File: config.mk
export PLATFORM = sky130hd
export DESIGN_NAME = shared_byte_fifo
export DESIGN_NICKNAME = d
export VERILOG_FILES = /design/src/rtl/sbf_pkg.sv /design/src/rtl/sbf_perm.sv /design/src/rtl/sbf_arb.sv /design/src/rtl/sbf_core.sv /design/src/rtl/shared_byte_fifo.sv
export SDC_FILE = /design/constraint.sdc
export NUM_CORES = 1
export LEC_CHECK = 0
export ABC_AREA = 1
export BUFFER_PORTS_ARGS = -buffer_cell sky130_fd_sc_hd__buf_2
export CAP_MARGIN = 20
export CORE_UTILIZATION = 35
export DETAILED_ROUTE_END_ITERATION = 6
export HOLD_SLACK_MARGIN = 0.02
export PLACE_DENSITY = 0.53
export SYNTH_ARGS = -nofsm -noshare
export SYNTH_HDL_FRONTEND = slang
export SYNTH_SLANG_ARGS = --single-unit
File: constraint.sdc
create_clock -name clk -period 2.5 [get_ports clk]
set_clock_uncertainty 0.15 [all_clocks]
set_input_delay 0 -clock clk [delete_from_list [all_inputs] [get_ports clk]]
set_output_delay 0 -clock clk [all_outputs]
set_load 0.05 [all_outputs]
File: src/rtl/sbf_pkg.sv
package sbf_pkg;

  typedef enum logic [3:0] {
    CMD_IDLE    = 4'd0,
    CMD_TX      = 4'd1,
    CMD_RX      = 4'd2,
    CMD_TRX     = 4'd3,
    CMD_MEM_WR  = 4'd4,
    CMD_MEM_RD  = 4'd5,
    CMD_KEY_MEM = 4'd6,
    CMD_KEY_LD  = 4'd7,
    CMD_AUTH_A  = 4'd8,
    CMD_AUTH_B  = 4'd9,
    CMD_CFG_LD  = 4'd10,
    CMD_CRC     = 4'd11,
    CMD_BOOT    = 4'd12
  } cmd_e;

  typedef struct packed {
    logic wr;
    logic rd;
  } perm_t;

  // Host permission for a running command
  function automatic perm_t cmd_perm(input logic [3:0] code);
    perm_t p;
    case (code)
      CMD_IDLE, CMD_TRX, CMD_MEM_RD:              p = '{wr: 1'b1, rd: 1'b1};
      CMD_RX:                                      p = '{wr: 1'b0, rd: 1'b1};
      CMD_TX, CMD_MEM_WR, CMD_KEY_MEM, CMD_KEY_LD,
      CMD_AUTH_A, CMD_CFG_LD, CMD_CRC:             p = '{wr: 1'b1, rd: 1'b0};
      default:                                     p = '{wr: 1'b0, rd: 1'b0};
    endcase
    return p;
  endfunction

endpackage

File: src/rtl/sbf_perm.sv
module sbf_perm (
  input  logic       clk,
  input  logic       rst,
  input  logic       flush,
  input  logic       cmd_active,
  input  logic [3:0] cmd_code,
  input  logic       host_wr,
  input  logic       host_rd,
  output logic       wr_ok,
  output logic       rd_ok,
  output logic       wr_viol,
  output logic       rd_viol
);
  import sbf_pkg::*;

  perm_t perm;

  always_comb begin
    perm  = cmd_active ? cmd_perm(cmd_code) : '{wr: 1'b1, rd: 1'b1};
    wr_ok = host_wr & perm.wr;
    rd_ok = host_rd & perm.rd;
  end

  always_ff @(posedge clk) begin
    if (rst || flush) begin
      wr_viol <= 1'b0;
      rd_viol <= 1'b0;
    end else begin
      if (host_wr && !perm.wr) wr_viol <= 1'b1;
      if (host_rd && !perm.rd) rd_viol <= 1'b1;
    end
  end
endmodule

File: src/rtl/sbf_arb.sv
module sbf_arb #(
  parameter int WIDTH = 8
) (
  input  logic             host_wr,
  input  logic             host_rd,
  input  logic             host_wr_ok,
  input  logic             host_rd_ok,
  input  logic [WIDTH-1:0] host_wdata,
  input  logic             eng_push,
  input  logic             eng_pop,
  input  logic [WIDTH-1:0] eng_wdata,
  output logic             host_ready,
  output logic             push,
  output logic             pop,
  output logic [WIDTH-1:0] push_data
);
  always_comb begin
    host_ready = !((host_wr && eng_push) || (host_rd && eng_pop));
    push       = eng_push || (host_wr_ok && host_ready);
    pop        = eng_pop  || (host_rd_ok && host_ready);
    push_data  = eng_push ? eng_wdata : host_wdata;
  end
endmodule

File: src/rtl/sbf_core.sv
module sbf_core #(
  parameter int DEPTH = 64,
  parameter int WIDTH = 8,
  localparam int PTR_W = $clog2(DEPTH),
  localparam int LVL_W = $clog2(DEPTH) + 1
) (
  input  logic             clk,
  input  logic             rst,
  input  logic             flush,
  input  logic             push,
  input  logic [WIDTH-1:0] push_data,
  input  logic             pop,
  output logic [WIDTH-1:0] head,
  output logic [LVL_W-1:0] level,
  output logic             ovf
);
  localparam logic [LVL_W-1:0] FULL_LVL = LVL_W'(DEPTH);

  logic [WIDTH-1:0] mem [DEPTH];
  logic [PTR_W-1:0] wr_ptr, rd_ptr;
  logic             empty, full, pop_do, push_do, push_drop;

  always_comb begin
    empty     = (level == '0);
    full      = (level == FULL_LVL);
    pop_do    = pop && !empty;
    push_do   = push && (!full || pop_do);
    push_drop = push && full && !pop_do;
    head      = empty ? '0 : mem[rd_ptr];
  end

  // storage without reset so it maps onto RAM
  always_ff @(posedge clk) begin
    if (push_do && !flush) mem[wr_ptr] <= push_data;
  end

  always_ff @(posedge clk) begin
    if (rst || flush) begin
      wr_ptr <= '0;
      rd_ptr <= '0;
      level  <= '0;
      ovf    <= 1'b0;
    end else begin
      if (push_do) wr_ptr <= wr_ptr + 1'b1;
      if (pop_do)  rd_ptr <= rd_ptr + 1'b1;
      if (push_do && !pop_do)      level <= level + 1'b1;
      else if (pop_do && !push_do) level <= level - 1'b1;
      if (push_drop) ovf <= 1'b1;
    end
  end
endmodule

File: src/rtl/shared_byte_fifo.sv
module shared_byte_fifo #(
  parameter int DEPTH = 64,
  parameter int WIDTH = 8,
  localparam int LVL_W = $clog2(DEPTH) + 1
) (
  input  logic             clk,
  input  logic             rst,
  input  logic             cmd_active,
  input  logic [3:0]       cmd_code,
  input  logic             host_wr,
  input  logic             host_rd,
  input  logic [WIDTH-1:0] host_wdata,
  input  logic             host_flush,
  output logic [WIDTH-1:0] host_rdata,
  output logic             host_ready,
  output logic [LVL_W-1:0] level,
  output logic             ovf_flag,
  output logic             wr_viol,
  output logic             rd_viol,
  input  logic             eng_push,
  input  logic             eng_pop,
  input  logic [WIDTH-1:0] eng_wdata,
  output logic [WIDTH-1:0] eng_rdata
);
  logic             wr_ok, rd_ok, push, pop;
  logic [WIDTH-1:0] push_data, head;

  sbf_perm u_perm (
    .clk(clk), .rst(rst), .flush(host_flush),
    .cmd_active(cmd_active), .cmd_code(cmd_code),
    .host_wr(host_wr), .host_rd(host_rd),
    .wr_ok(wr_ok), .rd_ok(rd_ok),
    .wr_viol(wr_viol), .rd_viol(rd_viol)
  );

  sbf_arb #(.WIDTH(WIDTH)) u_arb (
    .host_wr(host_wr), .host_rd(host_rd),
    .host_wr_ok(wr_ok), .host_rd_ok(rd_ok),
    .host_wdata(host_wdata),
    .eng_push(eng_push), .eng_pop(eng_pop), .eng_wdata(eng_wdata),
    .host_ready(host_ready), .push(push), .pop(pop), .push_data(push_data)
  );

  sbf_core #(.DEPTH(DEPTH), .WIDTH(WIDTH)) u_core (
    .clk(clk), .rst(rst), .flush(host_flush),
    .push(push), .push_data(push_data), .pop(pop),
    .head(head), .level(level), .ovf(ovf_flag)
  );

  assign host_rdata = head;
  assign eng_rdata  = head;
endmodule

==> results of run 1 <==
-- worst min path at each step --
| stage | from | end | slack [ps] |
|---|---|---|---|
| after floorplan | host_wr | u_perm.wr_viol | -5 |
| after global placement | host_wr | u_perm.wr_viol | 140 |
| after detailed placement | host_wr | u_perm.wr_viol | 140 |
| after CTS | cmd_code[3] | u_core.wr_ptr[3] | 50 |
| after global routing | cmd_code[3] | u_core.wr_ptr[4] | 60 |
| final | cmd_code[3] | u_core.wr_ptr[3] | 60 |
-- routing by layer --
layer / track usage (%) / wire [um] / share of wire [%]
met5: 0 / 0 / 0
met4: 6.00 / 1580 / 2.5
met3: 2.42 / 3740 / 5.8
met2: 30.7 / 30300 / 47
met1: 27.1 / 28400 / 44
-- worst register-to-register path, cell delays in order (launching register included) --
cell and delay [ps]:
dfxtp_4 340, inv_2 50, nand4_1 160, nor3_2 260
nand3_2 140, nand2_4 90, inv_4 40, ha_4 170
inv_6 90, buf_4 120, ha_1 260, nand2_2 100
inv_1 40, nand4_1 60, o211ai_1 100, xor2_1 150
nand2_1 70, a21oi_1 60
-- cells by family after synthesis --
logic type	count (synthesis)
xor+xnor	11
simple gates	1245
buf+inv	166
flops	540
mux	8
compound gates	41
fa+ha+maj	10
-- where the power goes --
part           internal (uW)  switching, uW  total [uW]  leakage (uW)
Clock                   5030           3670        8700      0.000954
Combinational           3630           6060        9690       0.00459
Sequential             10100           76.0       10200       0.00484
-- per-stage QoR --
stage	setup TNS [ps]	power, uW
floorplan	-57.9	15300
global placement	-823	17500
CTS	-5000	28000
global route	-6800	29700
detailed placement	-3590	17600
finish	-4770	28500
-- area by class of cell --
class                      count  area (sq um)  area share (%)
clock buffer                  63          1480            5.19
timing repair inverter         1          20.0          0.0702
sequential                   540         16000            56.0
multi-input combinational   1315          6820            23.9
tap                          846          1060            3.71
clock inverter                47           457            1.60
inverter                      45           205           0.720
timing repair buffer         198          2490            8.75
-- cells in the final DEF, fill, tap and decap left out, types with 9 or more instances in the layout --
master and count:
dfxtp_1 18, buf_6 21, nand2_2 42, nor2_2 51
edfxtp_1 512, nand3_1 347, buf_2 38, inv_1 33
buf_16 23, clkbuf_16 66, nor2_1 41, nand2_1 649
buf_12 25, dlygate4sd3_1 18, xor2_1 9, clkinv_1 11
nand3_2 99, buf_4 61, a21oi_1 17, clkinv_2 20
-- cell usage after synthesis, drive strengths merged --
library cell / instances / area, sq um
fa: 1 / 20.0
nand3: 454 / 2280
xor2: 9 / 78.8
o21a: 1 / 7.51
clkbuf: 27 / 101
o21ai: 11 / 55.1
nand2: 693 / 2620
nand4: 2 / 12.5
nor3: 3 / 15.0
nor2: 93 / 365
edfxtp: 512 / 15400
a21o: 1 / 7.51
buf: 94 / 492
dfxtp: 28 / 561
o211ai: 1 / 7.51
xnor2: 2 / 17.5
a21oi: 26 / 130
ha: 9 / 113
mux2: 8 / 90.1
o21bai: 1 / 18.8
inv: 45 / 169
-- repair_timing --
action / in CTS / in global routing
endpoints found under the hold margin: 76 / 0
setup endpoints to repair: 59 / 372
hold buffers: 18 / 0
gates cloned: 19 / 9
pin swaps: 22 / 55
resized for setup: 137 / 153
setup buffers: 11 / 6
-- state kept, by name, indices dropped and copies added (netlist names), named ones only --
register        flops
u_core.mem        512
u_core.level        7
u_core.rd_ptr       6
u_core.wr_ptr       6
u_core.ovf          1
u_perm.rd_viol      1
u_perm.wr_viol      1
==> impl_metrics.py, run 1 <==
metrics = {
    "die": {
        "die_h_um": 256,
        "io_pins": 55,
        "core_area_sq_mm": 0.0633,
        "die_area_sq_mm": 0.0654,
        "initial_core_util_pct": 35.6,
        "die-width_um": 256,
        "fp-row-count": 92,
    },
    "synth": {
        "synth.cell_area_sq_mm": 0.0225,
        "yosysWarnings": 0,
        "synth_mux_area_share_pct": 0.400,
        "synthSimpleGateAreaFrac_pct": 23.5,
        "synth_nets": 2059,
        "synth_compound_area_share_pct": 1.00,
        "synth_xor_area_share_pct": 0.427,
        "avgSynthCellArea_sq_um": 11.2,
        "synth_seq_area_share_pct": 70.7,
        "synth.distinct_cells": 27,
        "synth-seq-cells": 540,
        "syn_inst": 2021,
        "synth_top_family_by_area": "simple AND/OR/NAND/NOR gates",
        "synth_adder_area_share_pct": 0.588,
    },
    "worst_setup_path": {
        "r2r_start": "u_core.level[2]",
        "endpoint": "host_rdata[4]",
        "crit_fanout": 8,
        "max_stage_delay_ps": 360,
        "worstSetupPathType": "reg -> out",
        "path_cells": "buf_12, clkinv_16, buf_16, clkbuf_16, nand2_1, nand3_1, nand3_1, nand2_2, nand2_1, nand3_2, nand3_2, a21oi_4, buf_6",
        "startpoint_type": "flop",
        "crit_buf_inv": 5,
        "cp_num_cells": 13,
        "cp_slowest_cell": "dfxtp_4",
        "r2r_slack_ps": -70,
        "crit_required_ps": 2350,
        "endpoint_kind": "primary output",
        "cp.arrival_ps": 2660,
        "r2r_end": "u_core.level[6]",
        "critPathTopFamily": "buffers and inverters",
        "r2r_cells": 17,
    },
    "min_path": {
        "min_path_type": "in -> reg",
        "min_delay_path_depth": 9,
    },
    "place": {
        "place_inst": 2883,
        "placedInstanceArea_sq_mm": 0.0244,
        "numPortBuffers": 54,
        "post-dp-hpwl_um": 34600,
        "place_congestion": 0.804,
        "post-place-ws_ps": -82.7,
    },
    "cells_and_area": {
        "n_fill_cell": 5791,
        "insertedDiodeCount": 0,
        "utilization_pct": 45.0,
        "fin_area_sq_mm": 0.0285,
        "fin_cells": 3055,
        "nNetsFinal": 2197,
        "drive_above_1_share_pct": 23.9,
        "areaGrowthSynthToFinish_pct": 26.5,
    },
    "clock_network": {
        "root_buffer": "clkbuf_16",
        "cts_tree": "yes",
        "cts_inserted_buffers": 58,
        "clk_latency_ps": 630,
        "cts_max_level": 2,
        "clkTransAtPathRegs_ps": 60,
        "ctsLongestPathBuffers": 3,
        "clock_sinks": 540,
    },
    "grt": {
        "grt_pass1_wl_um": 95500,
        "antenna_found_initial": 1,
        "overflow": 0,
        "grt_max_degree": 69,
        "grt_pass1_vias": 15400,
        "grtUsageTotal_pct": 19.2,
    },
    "timing": {
        "hold_ws_ps": 64.8,
        "period_minus_slack_ps": 2810,
        "rsz0062_at_grt": "true",
        "drv_slew": 0,
        "setup_viol": 17,
        "fmax_ghz": 0.356,
        "max_slew_margin_pct": 36.6,
        "worst_slew_pin_slew_ps": 951,
        "hold_violations": 0,
        "fin_crit_sh_pct": 112,
        "fin_ws_ps": -311,
    },
    "route": {
        "routed_wl_um": 64000,
        "drc": 0,
        "drtIter0Drc": 1356,
        "routed-via-count": 15800,
        "ant_nets": 0,
        "vias_per_cell": 5.16,
        "dr.pass1.iters": 6,
        "wire_per_inst_um": 21.0,
    },
    "power": {
        "p_leak_uw": 0.0104,
        "p_per_area_mw_per_mm2": 1000,
        "ir_worst_vdd_uv": 1050,
    },
    "flow_run": {
        "drv_cap": 0,
    },
    "run_status": {
        "status": "complete, but fails checks",
        "failed_checks": "negative setup slack",
    },
}
Note: power is estimated with default switching activity, not from simulation.
==> run 2: changes to the inputs <==
- ABC_AREA: 1 -> not set
- GPL_ROUTABILITY_DRIVEN: not set -> 0
- PLACE_DENSITY: 0.53 -> 0.54
==> run 2 against run 1 <==
Against the previous run: the run still ends with negative setup slack left; sequential cell count unchanged; worst setup slack worse by 620 ps; combinational power is 14% lower; sequential power about the same; non-clock buffer count grew 54; count of clock-buffer cells in the layout increased by 7; die area shrank 5.0%; via count down 28%; critical path depth unchanged; highest routed layer unchanged.
==> impl_metrics.py, run 2 <==
metrics = {
    "clock_network": {
        "cts_tree": "yes",
        "clock_sinks": 540,
        "clkTransAtPathRegs_ps": 60,
        "cts_inserted_buffers": 55,
        "cts_max_level": 2,
        "root_buffer": "clkbuf_16",
        "ctsLongestPathBuffers": 3,
        "clk_latency_ps": 600,
    },
    "cells_and_area": {
        "nNetsFinal": 1369,
        "insertedDiodeCount": 0,
        "final_common_cell": "edfxtp_1",
        "utilization_pct": 45.6,
        "drive_above_1_share_pct": 44.0,
        "seqCellArea_sq_mm": 0.0160,
        "fin_area_sq_mm": 0.0275,
        "final_cell_mix": "edfxtp_1 (512), mux4_2 (130), buf_4 (107), clkbuf_16 (56), nor2_4 (55)",
        "top_register": "u_core.mem",
        "multi_input_area_sq_mm": 0.00613,
        "areaGrowthSynthToFinish_pct": 28.7,
        "n_fill_cell": 5064,
        "largest_reg_flops": 512,
        "top_regs": "u_core.mem: 512 flops, u_core.level: 7 flops",
    },
    "worst_setup_path": {
        "r2r_cells": 13,
        "r2r_slack_ps": -930,
        "cp.arrival_ps": 3760,
        "crit_fanout": 4,
        "worstSetupPathType": "reg -> reg",
        "r2r_start": "u_core.level[1]",
        "endpoint_kind": "flop",
        "crit_required_ps": 2830,
        "r2r_end": "u_core.level[6]",
        "startpoint_type": "flop",
    },
    "synth": {
        "yosysTopAreaCellShare_pct": 71.9,
        "yosysMostFrequentCell": "edfxtp_1",
        "synth-seq-cells": 540,
        "synth_edf_count": 512,
        "synthFlopType": "edfxtp_1",
        "synth_top_cell_by_area": "edfxtp_1",
        "synth.distinct_cells": 59,
        "syn_inst": 1089,
        "avgSynthCellArea_sq_um": 19.6,
        "synth.cell_area_sq_mm": 0.0214,
        "synth_area_leaders": "edfxtp_1 (72%), mux4_2 (14%), dfxtp_1 (2.6%), nor2_1 (1.7%), a22oi_1 (0.74%)",
        "yosys-top-cells-count": "edfxtp_1 (512), mux4_2 (130), nor2_1 (96)",
        "async_flop_share_pct": 0,
        "synth_nets": 1127,
        "synth_seq_area_share_pct": 74.5,
        "yosysWarnings": 0,
    },
    "grt": {
        "grt_max_degree": 65,
        "antenna_found_initial": 0,
        "grtUsageTotal_pct": 17.7,
        "grt_pass1_wl_um": 80900,
        "overflow": 0,
        "grt_pass1_vias": 11900,
    },
    "die": {
        "die_area_sq_mm": 0.0621,
        "core_area_sq_mm": 0.0604,
        "fp-row-count": 90,
        "io_pins": 55,
        "die_h_um": 249,
        "die-width_um": 249,
        "initial_core_util_pct": 35.4,
    },
    "run_status": {
        "status": "complete, but fails checks",
        "failed_checks": "negative setup slack",
    },
    "timing": {
        "fin_ws_ps": -927,
        "hold_violations": 0,
        "fmax_ghz": 0.292,
        "fin_crit_sh_pct": 137,
        "worst_slew_pin_slew_ps": 772,
        "rsz0062_at_grt": "true",
        "drv_slew": 0,
        "setup_viol": 537,
        "setup-tns-final_ps": -168480,
        "period_minus_slack_ps": 3430,
        "max_slew_margin_pct": 48.5,
    },
    "route": {
        "vias_per_cell": 5.25,
        "ant_nets": 0,
        "dr.pass1.iters": 6,
        "drtIter0Drc": 850,
        "drc": 0,
        "routed_wl_um": 54300,
        "wire_per_inst_um": 25.2,
        "routed-via-count": 11300,
    },
    "min_path": {
        "min_path_type": "in -> reg",
        "min_to": "u_core.ovf",
        "min_delay_path_depth": 6,
        "hold_start": "cmd_code[2]",
    },
    "place": {
        "post-dp-hpwl_um": 32800,
        "numPortBuffers": 54,
        "placedInstanceArea_sq_mm": 0.0240,
    },
    "power": {
        "p_leak_uw": 0.00872,
        "p_per_area_mw_per_mm2": 970,
        "ir_worst_vdd_uv": 541,
        "power_uw": 26700,
    },
    "flow_run": {
        "drv_cap": 0,
    },
}
-- run 2: how the worst max path moves through the flow --
stage / from / endpoint / slack, ps / depth (start not counted)
after floorplan: u_core.level[1] / u_core.level[6] / -990 / 13
after global placement: u_core.level[1] / u_core.level[6] / -870 / 13
after detailed placement: u_core.level[1] / u_core.level[6] / -930 / 13
after CTS: u_core.level[1] / u_core.level[6] / -880 / 13
after global routing: u_core.level[1] / u_core.level[6] / -1000 / 13
final: u_core.level[1] / u_core.level[6] / -930 / 13
-- run 2: per-layer routing --
layer | GRT usage, % | vias to the layer above | share of wire [%]
li1 | - | 4974 | -
met5 | 0 | - | 0
met2 | 28.2 | 275 | 48
met4 | 5.13 | 0 | 2.0
met1 | 24.9 | 6006 | 45
met3 | 3.33 | 69 | 4.6
-- run 2: critical path, cell delays in order, from the launching register on --
cell and delay, ps:
dfxtp_4 340, or4_4 560, or4b_4 520, a211oi_4 230, nor3_4 80, ha_4 190, inv_4 70, ha_4 200
nor2b_1 130, o21a_1 200, o21a_1 200, o211ai_1 240, xnor2_1 150, nor2_1 50
-- run 2: power breakdown --
part / switching [uW] / internal, uW
logic: 4410 / 3900
registers: 72.9 / 10100
clock network: 3510 / 4770
-- run 2: area by class of cell --
| type | count | share of cell area, % |
|---|---|---|
| flip-flops and latches | 540 | 57.9 |
| multi-input cells | 477 | 22.2 |
| repair buffers | 252 | 9.66 |
| clock buffers | 70 | 5.31 |
| well taps | 782 | 3.55 |
| clock inverters | 33 | 1.23 |
| inverters | 5 | 0.0772 |
-- run 2: through the flow --
| stage | worst slack [ps] | instances | hold slack, ps |
|---|---|---|---|
| 6_report | -927 | 2159 | 37.2 |
| 5_1_grt | -1000 | 2159 | 86.0 |
| 4_1_cts | -877 | 2151 | 7.68 |
| 3_5_place_dp | -934 | 1991 | 224 |
| 3_3_place_gp | -874 | 1991 | 212 |
| 2_1_floorplan | -992 | 1089 | 7.13 |
-- run 2: what timing repair did --
| action | CTS | global route |
|---|---|---|
| buffers inserted | 29 | 9 |
| hold buffers | 25 | 0 |
| endpoints found under the hold margin | 414 | 0 |
| setup endpoints to repair | 537 | 537 |
| pin swaps | 24 | 26 |
| cloned | 6 | 1 |
| resized for setup | 163 | 63 |
-- run 2: logic make-up after synthesis --
kind of cell               share of synthesized area, %
DFF                                                74.5
and+or+nand+nor                                    4.50
muxes                                              14.8
AOI/OAI and AO/OA                                  3.51
buffers and inverters                              1.54
xor gates and xnor gates                          0.532
adders and majority gates                         0.620
==> run 3: changes to the inputs <==
- CELL_PAD_IN_SITES_DETAIL_PLACEMENT: not set -> 0
- CELL_PAD_IN_SITES_GLOBAL_PLACEMENT: not set -> 1
- CTS_BUF_LIST: not set -> sky130_fd_sc_hd__clkbuf_4 sky130_fd_sc_hd__clkbuf_8
- PLACE_DENSITY: 0.54 -> 0.65
==> run 3 against run 2 <==
Against the previous run: sequential cell count stayed put; final area is 1.1% higher; critical endpoint unchanged; highest routed layer unchanged; routed wire length is 2.0% lower; count of clock-buffer cells in the layout is 49 higher; largest cell class unchanged; critical path depth is 2 higher; non-clock buffer count is 25 higher; sequential share of layout area is 0.61 points lower; die area stayed put; the flow still finishes with violations (negative setup slack); worst setup slack better by 96 ps.
==> impl_metrics.py, run 3 (synthesis gave the netlist of run 2 again) <==
metrics = {
    "timing": {
        "drv_slew": 0,
        "setup_viol": 539,
        "rsz0062_at_grt": "true",
        "worst_slew_pin_slew_ps": 918,
        "fmax_ghz": 0.300,
        "fin_ws_ps": -830,
        "hold_violations": 0,
        "max_slew_margin_pct": 38.6,
        "period_minus_slack_ps": 3330,
        "fin_crit_sh_pct": 133,
    },
    "clock_network": {
        "clk_latency_ps": 660,
        "root_buffer": "clkbuf_8",
        "ctsLongestPathBuffers": 3,
        "clkTransAtPathRegs_ps": 60,
        "clock_sinks": 540,
        "cts_inserted_buffers": 87,
        "cts_tree": "yes",
        "cts_max_level": 3,
    },
    "place": {
        "post-place-ws_ps": -881,
        "numPortBuffers": 54,
        "post-dp-hpwl_um": 33500,
    },
    "worst_setup_path": {
        "crit_start": "u_core.level[1]",
        "endpoint": "u_core.level[6]",
        "startpoint_type": "flop",
        "crit_required_ps": 2880,
        "r2r_cells": 15,
        "endpoint_kind": "flop",
        "cp.arrival_ps": 3710,
        "r2r_start": "u_core.level[1]",
        "crit_fanout": 3,
        "r2r_slack_ps": -830,
        "worstSetupPathType": "reg -> reg",
        "r2r_end": "u_core.level[6]",
    },
    "run_status": {
        "failed_checks": "negative setup slack",
        "status": "complete, but fails checks",
    },
    "power": {
        "p_leak_uw": 0.00888,
        "power_frac_clock_pct": 30.0,
        "ir_worst_vdd_uv": 1150,
        "p_switching_uw": 7880,
        "seqPwrFrac_pct": 38.6,
        "p_int_uw": 18400,
        "p_comb_share_pct": 31.4,
        "switching_share_pct": 29.9,
        "p_per_area_mw_per_mm2": 945,
    },
    "route": {
        "dr.pass1.iters": 7,
        "routed-via-count": 11700,
        "wire_per_inst_um": 23.8,
        "drtIter0Drc": 923,
        "vias_per_cell": 5.21,
        "routed_wl_um": 53200,
        "drc": 0,
        "ant_nets": 0,
    },
    "cells_and_area": {
        "final_cell_mix": "edfxtp_1 (512), mux4_2 (130), buf_4 (110), clkbuf_8 (94), nor2_4 (64)",
        "largest_reg_flops": 512,
        "nNetsFinal": 1426,
        "top_regs": "u_core.mem: 512 flops, u_core.level: 7 flops",
        "areaGrowthSynthToFinish_pct": 30.1,
        "utilization_pct": 46.1,
        "drive_above_1_share_pct": 47.6,
        "final_common_cell": "edfxtp_1",
        "top_register": "u_core.mem",
    },
    "min_path": {
        "min_path_type": "in -> reg",
        "min_delay_path_depth": 4,
    },
    "grt": {
        "grt_pass1_wl_um": 80000,
        "antenna_found_initial": 1,
        "overflow": 0,
        "grtUsageTotal_pct": 17.5,
        "grt_pass1_vias": 12200,
        "grt_max_degree": 65,
    },
    "die": {
        "die_h_um": 249,
        "die_area_sq_mm": 0.0621,
        "die-width_um": 249,
        "core_area_sq_mm": 0.0604,
        "io_pins": 55,
        "fp-row-count": 90,
        "initial_core_util_pct": 35.4,
    },
    "flow_run": {
        "drv_cap": 0,
    },
}
==> run 3: critical path: stages, from the launching register on <==
cell and delay, ps:
dfxtp_4 340, or4_4 540, or4b_4 510, a211oi_4 230
nor3_4 70, ha_4 200, inv_6 70, buf_12 100
buf_6 90, ha_4 190, nor4_2 230, a21o_1 130
a31oi_1 50, o211ai_1 110, xnor2_1 140, nor2_1 50
==> run 3: worst min path at each step <==
stage / from / end / slack [ps]
after global routing: eng_wdata[2] / u_core.mem[1][2] / 70
after global placement: cmd_active / u_perm.rd_viol / 140
after floorplan: cmd_active / u_perm.rd_viol / 7
after detailed placement: cmd_active / u_perm.rd_viol / 170
final: eng_push / u_core.mem[27][6] / 40
after CTS: eng_wdata[2] / u_core.mem[18][2] / 20
==> run 3: per-stage QoR <==
step                      total power [uW]  TNS, ps  instance area, sq um  hold slack (ps)  std cells
final                                26300  -129490                 27800             43.0       2239
after global routing                 27200  -164740                 27800             67.5       2239
after CTS                            26200  -151120                 27600             20.9       2233
after detailed placement             16800  -164230                 24100              169       2015
after global placement               16800  -158540                 24100              144       2015
after floorplan                      14800  -107760                 21700             7.13       1089
==> run 3: power groups by stage <==
stage               Combinational [uW]  Clock (uW)  Sequential (uW)
floorplan                         4230           0            10500
global placement                  6440           0            10300
detailed placement                6470           0            10400
CTS                               8040        8020            10100
global route                      8690        8410            10100
finish                            8270        7890            10100
==> run 3: what timing repair did <==
| item | CTS | global route |
|---|---|---|
| hold endpoints to repair | 437 | 0 |
| hold buffers | 30 | 0 |
| gates cloned | 4 | 0 |
| buffers inserted | 38 | 10 |
| resized for setup | 250 | 35 |
| pin swaps | 57 | 28 |
| endpoints found under the setup margin | 537 | 541 |
==> run 3: cell type report <==
cell class | instances | area [sq um]
inverters | 5 | 23.8
diodes | 1 | 2.50
well taps | 782 | 978
repair buffers | 277 | 2840
clock buffers | 119 | 1480
fillers | 5121 | 32500
clock inverters | 38 | 323
multi-input cells | 477 | 6230
flip-flops and latches | 540 | 16000
==> run 3: metal layers <==
metal	GRT usage, %	share of wire (%)	up-vias
li1	-	-	5101
met5	0	0	-
met1	24.4	44	6061
met4	6.05	2.6	0
met3	3.10	6.1	77
met2	27.7	48	415
